--- config.mk ---
export PLATFORM = sky130hd
export DESIGN_NAME = ptw_walker
export DESIGN_NICKNAME = d
export VERILOG_FILES = /design/src/rtl/ptw_pkg.sv /design/src/rtl/ptw_l1_decode.sv /design/src/rtl/ptw_l2_decode.sv /design/src/rtl/ptw_walker.sv
export SDC_FILE = /design/constraint.sdc
export NUM_CORES = 1
export LEC_CHECK = 0
export BUFFER_PORTS_ARGS = -buffer_cell sky130_fd_sc_hd__buf_2
export CORE_MARGIN = 2
export CORE_UTILIZATION = 45
export DETAILED_ROUTE_END_ITERATION = 12
export PLACE_DENSITY_LB_ADDON = 0.12
export SLEW_MARGIN = 40
export SYNTH_ARGS = -nofsm -noshare
export SYNTH_HDL_FRONTEND = slang
export SYNTH_SLANG_ARGS = --single-unit
export TNS_END_PERCENT = 1
--- constraint.sdc ---
create_clock -name clk -period 2 [get_ports clk]
set_clock_uncertainty 0.2 [all_clocks]
set_input_delay 0.1 -clock clk [delete_from_list [all_inputs] [get_ports clk]]
set_output_delay 0.1 -clock clk [all_outputs]
set_load 0.01 [all_outputs]
--- src/rtl/ptw_pkg.sv ---
package ptw_pkg;
    localparam int unsigned VA_W        = 32;
    localparam int unsigned PA_W        = 32;
    localparam int unsigned DESC_W      = 32;
    localparam int unsigned L1_IDX_LSB  = 20;
    localparam int unsigned L2_IDX_LSB  = 12;
    localparam int unsigned L1_BASE_LSB = 14;
    localparam int unsigned L2_BASE_LSB = 10;
    localparam int unsigned L1_IDX_W    = VA_W - L1_IDX_LSB;
    localparam int unsigned L2_IDX_W    = L1_IDX_LSB - L2_IDX_LSB;
    localparam int unsigned L2_BASE_W   = DESC_W - L2_BASE_LSB;
    localparam int unsigned DOM_W       = 4;
    localparam int unsigned SUPER_BIT   = 18;

    typedef enum logic [1:0] {
        PG_SMALL   = 2'd0,
        PG_LARGE   = 2'd1,
        PG_SECTION = 2'd2,
        PG_SUPER   = 2'd3
    } pg_size_e;

    typedef enum logic [1:0] {
        WS_IDLE = 2'd0,
        WS_RD1  = 2'd1,
        WS_RD2  = 2'd2
    } walk_state_e;

    typedef struct packed {
        logic [PA_W-1:0]  paddr;
        pg_size_e         size;
        logic [2:0]       tex;
        logic             c;
        logic             b;
        logic             s;
        logic [2:0]       ap;
        logic             xn;
        logic             ng;
        logic [DOM_W-1:0] domain;
        logic             fault;
        logic             flevel;
    } walk_res_t;

    function automatic walk_res_t res_zero();
        walk_res_t r;
        r = '0;
        return r;
    endfunction
endpackage

--- src/rtl/ptw_l1_decode.sv ---
module ptw_l1_decode
    import ptw_pkg::*;
(
    input  logic [DESC_W-1:0]    desc,
    input  logic [VA_W-1:0]      vaddr,
    output logic                 is_table,
    output logic [L2_BASE_W-1:0] l2_base,
    output logic [DOM_W-1:0]     l1_domain,
    output walk_res_t            res
);
    logic unused_l1;
    assign unused_l1 = ^{desc[19], desc[9], vaddr[VA_W-1:24]};

    always_comb begin
        res       = res_zero();
        is_table  = 1'b0;
        l2_base   = desc[DESC_W-1:L2_BASE_LSB];
        l1_domain = desc[8:5];
        unique case (desc[1:0])
            2'b00: begin
                res.fault  = 1'b1;
                res.flevel = 1'b0;
            end
            2'b01: begin
                is_table = 1'b1;
            end
            default: begin
                res.b   = desc[2];
                res.c   = desc[3];
                res.xn  = desc[4];
                res.ap  = {desc[15], desc[11:10]};
                res.tex = desc[14:12];
                res.s   = desc[16];
                res.ng  = desc[17];
                if (desc[SUPER_BIT]) begin
                    res.size   = PG_SUPER;
                    res.paddr  = {desc[31:24], vaddr[23:0]};
                    res.domain = '0;
                end else begin
                    res.size   = PG_SECTION;
                    res.paddr  = {desc[31:20], vaddr[19:0]};
                    res.domain = desc[8:5];
                end
            end
        endcase
    end
endmodule

--- src/rtl/ptw_l2_decode.sv ---
module ptw_l2_decode
    import ptw_pkg::*;
(
    input  logic [DESC_W-1:0] desc,
    input  logic [VA_W-1:0]   vaddr,
    input  logic [DOM_W-1:0]  domain,
    output walk_res_t         res
);
    logic unused_l2;
    assign unused_l2 = ^{vaddr[VA_W-1:16]};

    always_comb begin
        res = res_zero();
        unique case (desc[1:0])
            2'b00: begin
                res.fault  = 1'b1;
                res.flevel = 1'b1;
            end
            2'b01: begin
                res.size   = PG_LARGE;
                res.paddr  = {desc[31:16], vaddr[15:0]};
                res.b      = desc[2];
                res.c      = desc[3];
                res.ap     = {desc[9], desc[5:4]};
                res.s      = desc[10];
                res.ng     = desc[11];
                res.tex    = desc[14:12];
                res.xn     = desc[15];
                res.domain = domain;
            end
            default: begin
                res.size   = PG_SMALL;
                res.paddr  = {desc[31:12], vaddr[11:0]};
                res.xn     = desc[0];
                res.b      = desc[2];
                res.c      = desc[3];
                res.ap     = {desc[9], desc[5:4]};
                res.tex    = desc[8:6];
                res.s      = desc[10];
                res.ng     = desc[11];
                res.domain = domain;
            end
        endcase
    end
endmodule

--- src/rtl/ptw_walker.sv ---
module ptw_walker
    import ptw_pkg::*;
(
    input  logic              clk,
    input  logic              rst_n,
    input  logic              req_valid,
    input  logic [VA_W-1:0]   req_vaddr,
    input  logic [PA_W-1:0]   req_base,
    output logic              busy,
    output logic              mem_req_valid,
    output logic [PA_W-1:0]   mem_req_addr,
    input  logic              mem_resp_valid,
    input  logic [DESC_W-1:0] mem_resp_data,
    output logic              done,
    output logic [PA_W-1:0]   res_paddr,
    output logic [1:0]        res_size,
    output logic [2:0]        res_tex,
    output logic              res_c,
    output logic              res_b,
    output logic              res_s,
    output logic [2:0]        res_ap,
    output logic              res_xn,
    output logic              res_ng,
    output logic [DOM_W-1:0]  res_domain,
    output logic              res_fault,
    output logic              res_fault_level
);
    typedef struct packed {
        walk_state_e      st;
        logic [VA_W-1:0]  va;
        logic [PA_W-1:0]  addr;
        logic [DOM_W-1:0] dom;
        walk_res_t        res;
        logic             done;
    } walk_regs_t;

    walk_regs_t r_q, r_d;

    logic                 l1_is_table;
    logic [L2_BASE_W-1:0] l1_l2_base;
    logic [DOM_W-1:0]     l1_dom;
    walk_res_t            l1_res;
    walk_res_t            l2_res;

    logic unused_base;
    assign unused_base = ^{req_base[L1_BASE_LSB-1:0]};

    ptw_l1_decode u_l1 (
        .desc      (mem_resp_data),
        .vaddr     (r_q.va),
        .is_table  (l1_is_table),
        .l2_base   (l1_l2_base),
        .l1_domain (l1_dom),
        .res       (l1_res)
    );

    ptw_l2_decode u_l2 (
        .desc   (mem_resp_data),
        .vaddr  (r_q.va),
        .domain (r_q.dom),
        .res    (l2_res)
    );

    always_comb begin
        r_d      = r_q;
        r_d.done = 1'b0;
        unique case (r_q.st)
            WS_IDLE: begin
                if (req_valid) begin
                    r_d.st   = WS_RD1;
                    r_d.va   = req_vaddr;
                    r_d.addr = {req_base[PA_W-1:L1_BASE_LSB],
                                req_vaddr[VA_W-1:L1_IDX_LSB], 2'b00};
                end
            end
            WS_RD1: begin
                if (mem_resp_valid) begin
                    if (l1_is_table) begin
                        r_d.st   = WS_RD2;
                        r_d.addr = {l1_l2_base,
                                    r_q.va[L1_IDX_LSB-1:L2_IDX_LSB], 2'b00};
                        r_d.dom  = l1_dom;
                    end else begin
                        r_d.st   = WS_IDLE;
                        r_d.res  = l1_res;
                        r_d.done = 1'b1;
                    end
                end
            end
            WS_RD2: begin
                if (mem_resp_valid) begin
                    r_d.st   = WS_IDLE;
                    r_d.res  = l2_res;
                    r_d.done = 1'b1;
                end
            end
            default: r_d.st = WS_IDLE;
        endcase
    end

    always_ff @(posedge clk) begin
        if (!rst_n) begin
            r_q <= '{st: WS_IDLE, va: '0, addr: '0, dom: '0,
                     res: res_zero(), done: 1'b0};
        end else begin
            r_q <= r_d;
        end
    end

    assign busy            = (r_q.st != WS_IDLE);
    assign mem_req_valid   = (r_q.st == WS_RD1) || (r_q.st == WS_RD2);
    assign mem_req_addr    = r_q.addr;
    assign done            = r_q.done;
    assign res_paddr       = r_q.res.paddr;
    assign res_size        = r_q.res.size;
    assign res_tex         = r_q.res.tex;
    assign res_c           = r_q.res.c;
    assign res_b           = r_q.res.b;
    assign res_s           = r_q.res.s;
    assign res_ap          = r_q.res.ap;
    assign res_xn          = r_q.res.xn;
    assign res_ng          = r_q.res.ng;
    assign res_domain      = r_q.res.domain;
    assign res_fault       = r_q.res.fault;
    assign res_fault_level = r_q.res.flevel;

    // the captured address cannot move while a walk runs
    p_busy_ignores_req_r1: assert property (@(posedge clk) disable iff (!rst_n)
        busy |=> $stable(r_q.va));

    // every read is word aligned
    p_word_aligned_r2: assert property (@(posedge clk) disable iff (!rst_n)
        mem_req_valid |-> (mem_req_addr[1:0] == 2'b00));

    // a faulting walk reports no address, attributes or domain
    p_fault_clean_r3: assert property (@(posedge clk) disable iff (!rst_n)
        (done && res_fault) |-> (res_paddr == '0 && res_domain == '0 && res_ap == '0));

    // a supersection carries domain zero
    p_super_domain_r5: assert property (@(posedge clk) disable iff (!rst_n)
        (done && !res_fault && res_size == PG_SUPER) |-> (res_domain == '0));

    // an unanswered request holds its address
    p_req_hold_r10: assert property (@(posedge clk) disable iff (!rst_n)
        (mem_req_valid && !mem_resp_valid) |=> (mem_req_valid && $stable(mem_req_addr)));

    // done lasts one cycle and coincides with idle
    p_done_pulse_r11: assert property (@(posedge clk) disable iff (!rst_n)
        done |=> !done);
    p_done_idle_r11: assert property (@(posedge clk) disable iff (!rst_n)
        done |-> !busy);

    // results only change when a walk completes
    p_res_hold_r11: assert property (@(posedge clk) disable iff (!rst_n)
        !r_d.done |=> $stable(r_q.res));
endmodule

## Yosys cells after proc, flatten, opt, wreduce, memory -nomap -nowiden

Cells that the tools add are included.

- Equal/unequal tests: 8
- Muxes and demuxes: 18
- Reductions and logical operators: 12

Operators by type and width:

| operator | count |
|---|---|
| $mux 52 | 2 |
| $pmux 52 s2 | 1 |
| $pmux 49 s2 | 1 |
| $mux 88 | 1 |
| $mux 66 | 1 |
| $pmux 32 s2 | 1 |
| $mux 49 | 1 |
| $mux 36 | 1 |
| $mux 26 | 1 |
| $mux 2 | 5 |
| $ne 2x2->1 const B | 5 |
| $reduce_and 4->1 | 2 |
| $pmux 2 s3 | 1 |
| $reduce_and 3->1 | 2 |
| $reduce_bool 2->1 | 3 |
| $eq 2x1->1 const B | 2 |
| $logic_not 2->1 | 2 |
| $mux 4 | 1 |
| $eq 2x2->1 const B | 1 |
| $reduce_and 2->1 | 1 |
| $reduce_or 2->1 | 1 |
| $logic_or 1x1->1 | 1 |
| $mux 1 | 1 |

- Bits in registers: 122
- Input bits: 100
- Output and inout bits: 86
- Word-level logic and storage cells: 55

## Logic depth before layout (Yosys ltp)

- Depth after elaboration: 6
- Mapped depth: 8
- Gate-level depth less buffers: 6

## Cells and area by module

A second synthesis with hierarchy kept.

- Cell total of the unflattened synthesis: 836
- Area total of the unflattened synthesis: 6887.9 um^2

By module, submodules not included:

| module | instances | cells an instance | area an instance (um^2) | seq. area each (um^2) |
|---|---|---|---|---|
| ptw_walker | 1 | 688 | 5891.9 | 2402.3 |
| ptw_l1_decode | 1 | 90 | 616.8 | 0.0 |
| ptw_l2_decode | 1 | 58 | 379.1 | 0.0 |

## Worst setup path before layout

OpenSTA, ideal clock, no wires.

- Path type: flip-flop to flip-flop
- Start: reg r_q[120] (netlist bit)
- End: reg r_q (netlist bit res_paddr[14])
- Setup time: 0.122 ns
- Data arrival time: 1.703 ns
- Data required time: 1.678 ns
- Setup slack: -0.025 ns
- Stages on the path, launching flop included: 9
- Path buffers: 2
- Clock period less this slack: 2.025 ns
- Cells stage by stage: dfxtp_1 > inv_1 > ha_1 > nor2_1 > a211o_1 > and2_1 > buf_6 > buf_6 > a221o_1

- Word-level cells in the longest chain between the ends: 3
- Elaborated cells on any way between the ends: 8
- Those cells by class: 5 x eq/ne; 1 x mux; 2 x reduce/logical

RTL lines:

| item | RTL line | RTL |
|---|---|---|
| start: declaration | ptw_walker.sv:37 | `walk_regs_t r_q, r_d;` |
| start signal: assignment | ptw_walker.sv:103 | `r_q <= '{st: WS_IDLE, va: '0, addr: '0, dom: '0,` |
| start signal: assignment | ptw_walker.sv:106 | `r_q <= r_d;` |
| $eq 2x1->1 / $eq 2x2->1 (equally long branches) | ptw_walker.sv:67 | `unique case (r_q.st)` |
| $ne 2x2->1 (no source line) / $reduce_bool 2->1 (equally long branches) | n/a |  |
| $reduce_and 4->1 (no source line) | n/a |  |

Parallel ways exist; a longest one is shown, timed or not.
A chain may end at the register's enable or synchronous reset.

## Worst setup path in the final report

- Start: reg r_q[121] (netlist bit)
- End: reg r_q (netlist bit res_paddr[28])

The elaborated chain is that of the path after synthesis.

==> out/metrics.csv <==
metric,value,unit
outcome,completed,
area grow syn2layout,35.7,%
Comb pwr share,0.180,
core outline area,10900,um^2
Total GRT Usage,0.236,
cell taking the most area after synthesis,dfxtp_1,
"CTS clk-pin slew, worst paths",0.07,ns
synth cell count leaders,"dfxtp_1 (112), buf_4 (76), a22oi_1 (57)",
crit path DAT,2.01,ns
Max-Cap Viols,0,
Routed Antenna Nets,0,
clk root buf,clkbuf_16,
R2R Setup Slk,0.06,ns
Starting Density,0.464,
worst-path cell chain,inv_2 -> ha_4 -> buf_8 -> nand2b_4 -> a211oi_4 -> buf_6 -> buf_12 -> a22oi_1 -> nor2b_1,
Pwr Density,737,nW/um^2
Power Internal,3720,uW
largest net degree at the start of global routing,41,
Avg WL per Cell,16.5,um
synth warn,0,
switch share,0.266,
number of buffers inserted by port buffering,169,
RSZ-0062 raised after global routing,yes,
Critical-path top delay cell,dfxtp_2,
worst setup path category,reg2reg,
CTS sink count,112,
distinct cell type count after synthesis,37,
syn_area_per_cell,9.05,um^2
Worst Path Max Fanout,10,
Hold Crit Class,in2reg,
IO Pins,186,
Synth top area share,0.442,
Vias per Instance,5.30,
Worst EP required,2.07,ns
share of power burned in registers,0.476,
nets,841,
synth top area cells,"dfxtp_1 (44%), buf_4 (11%), a22oi_1 (8.4%)",
crit path from,r_q[121]$_SDFFE_PN0P_,
#FFs+latches synth,112,
CTS tree,built,
Die Y,110,um
Max Clk Rate,517,MHz
Synth async-reset ratio,0,
"Power, Total",5080,uW
cells on worst reg2reg path,9,
Static Leakage,0.00291,uW
Netlist Area Pre-Place,5080,um^2
clock share of power,0.344,
vias in the first global route,4440,
fin crit share,0.968,
via count,4681,
Mapped Cells,561,
placed cell area,5630,um^2
final instance area,6890,um^2
Worst IR Drop VDD,507,uV
die area,12100,um^2
DRC,0,
slew at the pin with the worst max-slew slack,0.523,ns
CTS buffer count,9,
die width,110,um
share of post-route cells with drive strength above 1,0.316,
first-pass GRT wire length,22300,um
reg2reg end,res_paddr[28]$_SDFFE_PN0P_,
DRT Pass-1 Iters,8,
Tmin final,1.94,ns
HPWL Detailed,9710,um
slowest cell delay on critical path,0.36,ns
Worst setup endpoint,res_paddr[28]$_SDFFE_PN0P_,
Final Hold Viols,0,
nature of the critical path startpoint,flip-flop,
top-count cell post-synth,dfxtp_1,
"Seq/Total Area, Yosys",0.442,
Sw Pwr,1350,uW
Iteration-0 DRC Markers,420,
initial antenna violation count,0,
Skew-Pair Late Insertion Delay,0.34,ns
Setup Viol. Count Final,0,
Max Root-Sink Buffers,2,
GRT overflow,0,
GPL Wtd Cong,0.894,
crit end category,flip-flop,
fin. max-slew vios,0,
# rows,38,
diode count,0,
number of H-tree levels,3,
Total Wirelength,14600,um
Post-synth top flop,dfxtp_1,
number of flops mapped to enable cells by yosys,0,
max-slew headroom at the worst pin,0.649,
reg-to-reg critical path startpoint,r_q[121]$_SDFFE_PN0P_,
-- critical path: cells and delay by family, from the launching register on --
family                   cells  cell delay, ns
buffers and inverters        4            0.48
flip-flops                   1            0.36
AO/OA/AOI/OAI                2            0.36
AND/OR/NAND/NOR              2            0.31
adder cells (fa/ha/maj)      1            0.17
-- stage by stage --
| stage | cells | hold slack [ns] | TNS [ns] | utilization | setup slack [ns] |
|---|---|---|---|---|---|
| finish | 883 | 0.0270 | 0 | 0.630 | 0.0642 |
| global route | 883 | 0.0465 | -0.129 | 0.630 | -0.0274 |
| CTS | 879 | 0.0167 | -0.000191 | 0.622 | -0.000191 |
| detailed placement | 778 | 0.162 | -1.89 | 0.515 | -0.0900 |
| global placement | 778 | 0.151 | -0.552 | 0.515 | -0.0339 |
| floorplan | 562 | 0.0378 | 0 | - | 0.00577 |
-- metal layers --
metal / global-route usage / up-vias / routed length, um
met3: 0.0617 / 12 / 1020
met4: 0.0589 / 0 / 186
li1: - / 2264 / -
met1: 0.295 / 2224 / 6350
met5: 0 / - / 0
met2: 0.406 / 181 / 7020
-- worst min path at each step --
stage                 startpoint                       endpoint  slack [ns]  cells after the start
2_1_floorplan  mem_resp_data[12]        res_tex[0]$_SDFFE_PN0P_        0.04                      1
5_1_grt                    rst_n           r_q[97]$_SDFFE_PN0P_        0.05                      2
3_3_place_gp        req_vaddr[7]           r_q[95]$_SDFFE_PN0P_        0.15                      3
3_5_place_dp        req_vaddr[4]           r_q[92]$_SDFFE_PN0P_        0.16                      3
6_report                   rst_n  mem_req_addr[28]$_SDFFE_PN0P_        0.03                      3
4_1_cts                    rst_n  mem_req_addr[28]$_SDFFE_PN0P_        0.02                      3
-- power by group through the flow --
stage	logic, uW	clock network (uW)	registers (uW)
final	915	1750	2410
after global routing	1010	1880	2430
after CTS	882	1780	2410
after detailed placement	745	0	2460
after global placement	734	0	2460
after floorplan	519	0	2450
-- sequential cells by signal (all words and copies together), names as in the netlist --
name	cells
res_paddr	32
mem_req_addr	30
r_q	30
res_domain	4
res_ap	3
res_tex	3
res_size	2
done	1
res_b	1
res_c	1
res_fault	1
res_fault_level	1
res_ng	1
res_s	1
res_xn	1
-- cells in the final DEF (no fill, tap or decap), types with 2 or more instances in the layout --
| cell type | netlist | layout |
|---|---|---|
| buf_2 | 7 | 169 |
| a32oi_1 | 5 | 5 |
| buf_12 | 0 | 6 |
| clkinvlp_4 | 0 | 2 |
| nor2b_1 | 41 | 40 |
| a21oi_1 | 36 | 35 |
| o2bb2ai_1 | 8 | 8 |
| a221o_1 | 7 | 7 |
| dlygate4sd3_1 | 0 | 82 |
| clkbuf_8 | 0 | 2 |
| nor2_1 | 6 | 4 |
| a222oi_1 | 9 | 9 |
| buf_4 | 76 | 22 |
| mux2i_1 | 6 | 6 |
| nand2_1 | 54 | 53 |
| inv_2 | 0 | 2 |
| and2_1 | 10 | 9 |
| ha_4 | 0 | 2 |
| nor3_1 | 4 | 4 |
| dfxtp_1 | 112 | 110 |
| clkbuf_16 | 0 | 10 |
| nand3_1 | 2 | 2 |
| nor2_2 | 0 | 2 |
| a22oi_1 | 57 | 57 |
| o21ai_0 | 35 | 34 |
| inv_1 | 7 | 5 |
| conb_1 | 1 | 2 |
| dfxtp_2 | 0 | 2 |
| a21boi_0 | 25 | 25 |
-- cell families (layout without fill, tap and decap cells) --
family,after synthesis,in the layout,synth area share
multiplexers,6,6,0.0118
other,1,2,0.000739
buffers and inverters,125,306,0.156
AND/OR/NAND/NOR,126,126,0.127
AO/OA/AOI/OAI,188,188,0.255
flip-flops,112,112,0.442
adder cells (fa/ha/maj),3,3,0.00739
-- final cells by class --
cell class | instances | area, um^2
repair buffers | 283 | 2030
well taps | 140 | 175
inverters | 7 | 26.3
clock inverters | 5 | 40.0
multi-input cells | 325 | 2120
clock buffers | 11 | 253
flip-flops and latches | 112 | 2240
fillers | 937 | 4050
-- timing repair --
action / in CTS / in global routing
setup endpoints to repair: 35 / 52
cloned: 1 / 1
hold buffers: 82 / 0
endpoints found under the hold margin: 95 / 0
buffers inserted: 2 / 3
gates resized for setup: 6 / 12
pin swaps: 1 / 5
Power figures use the tool's default switching activity.
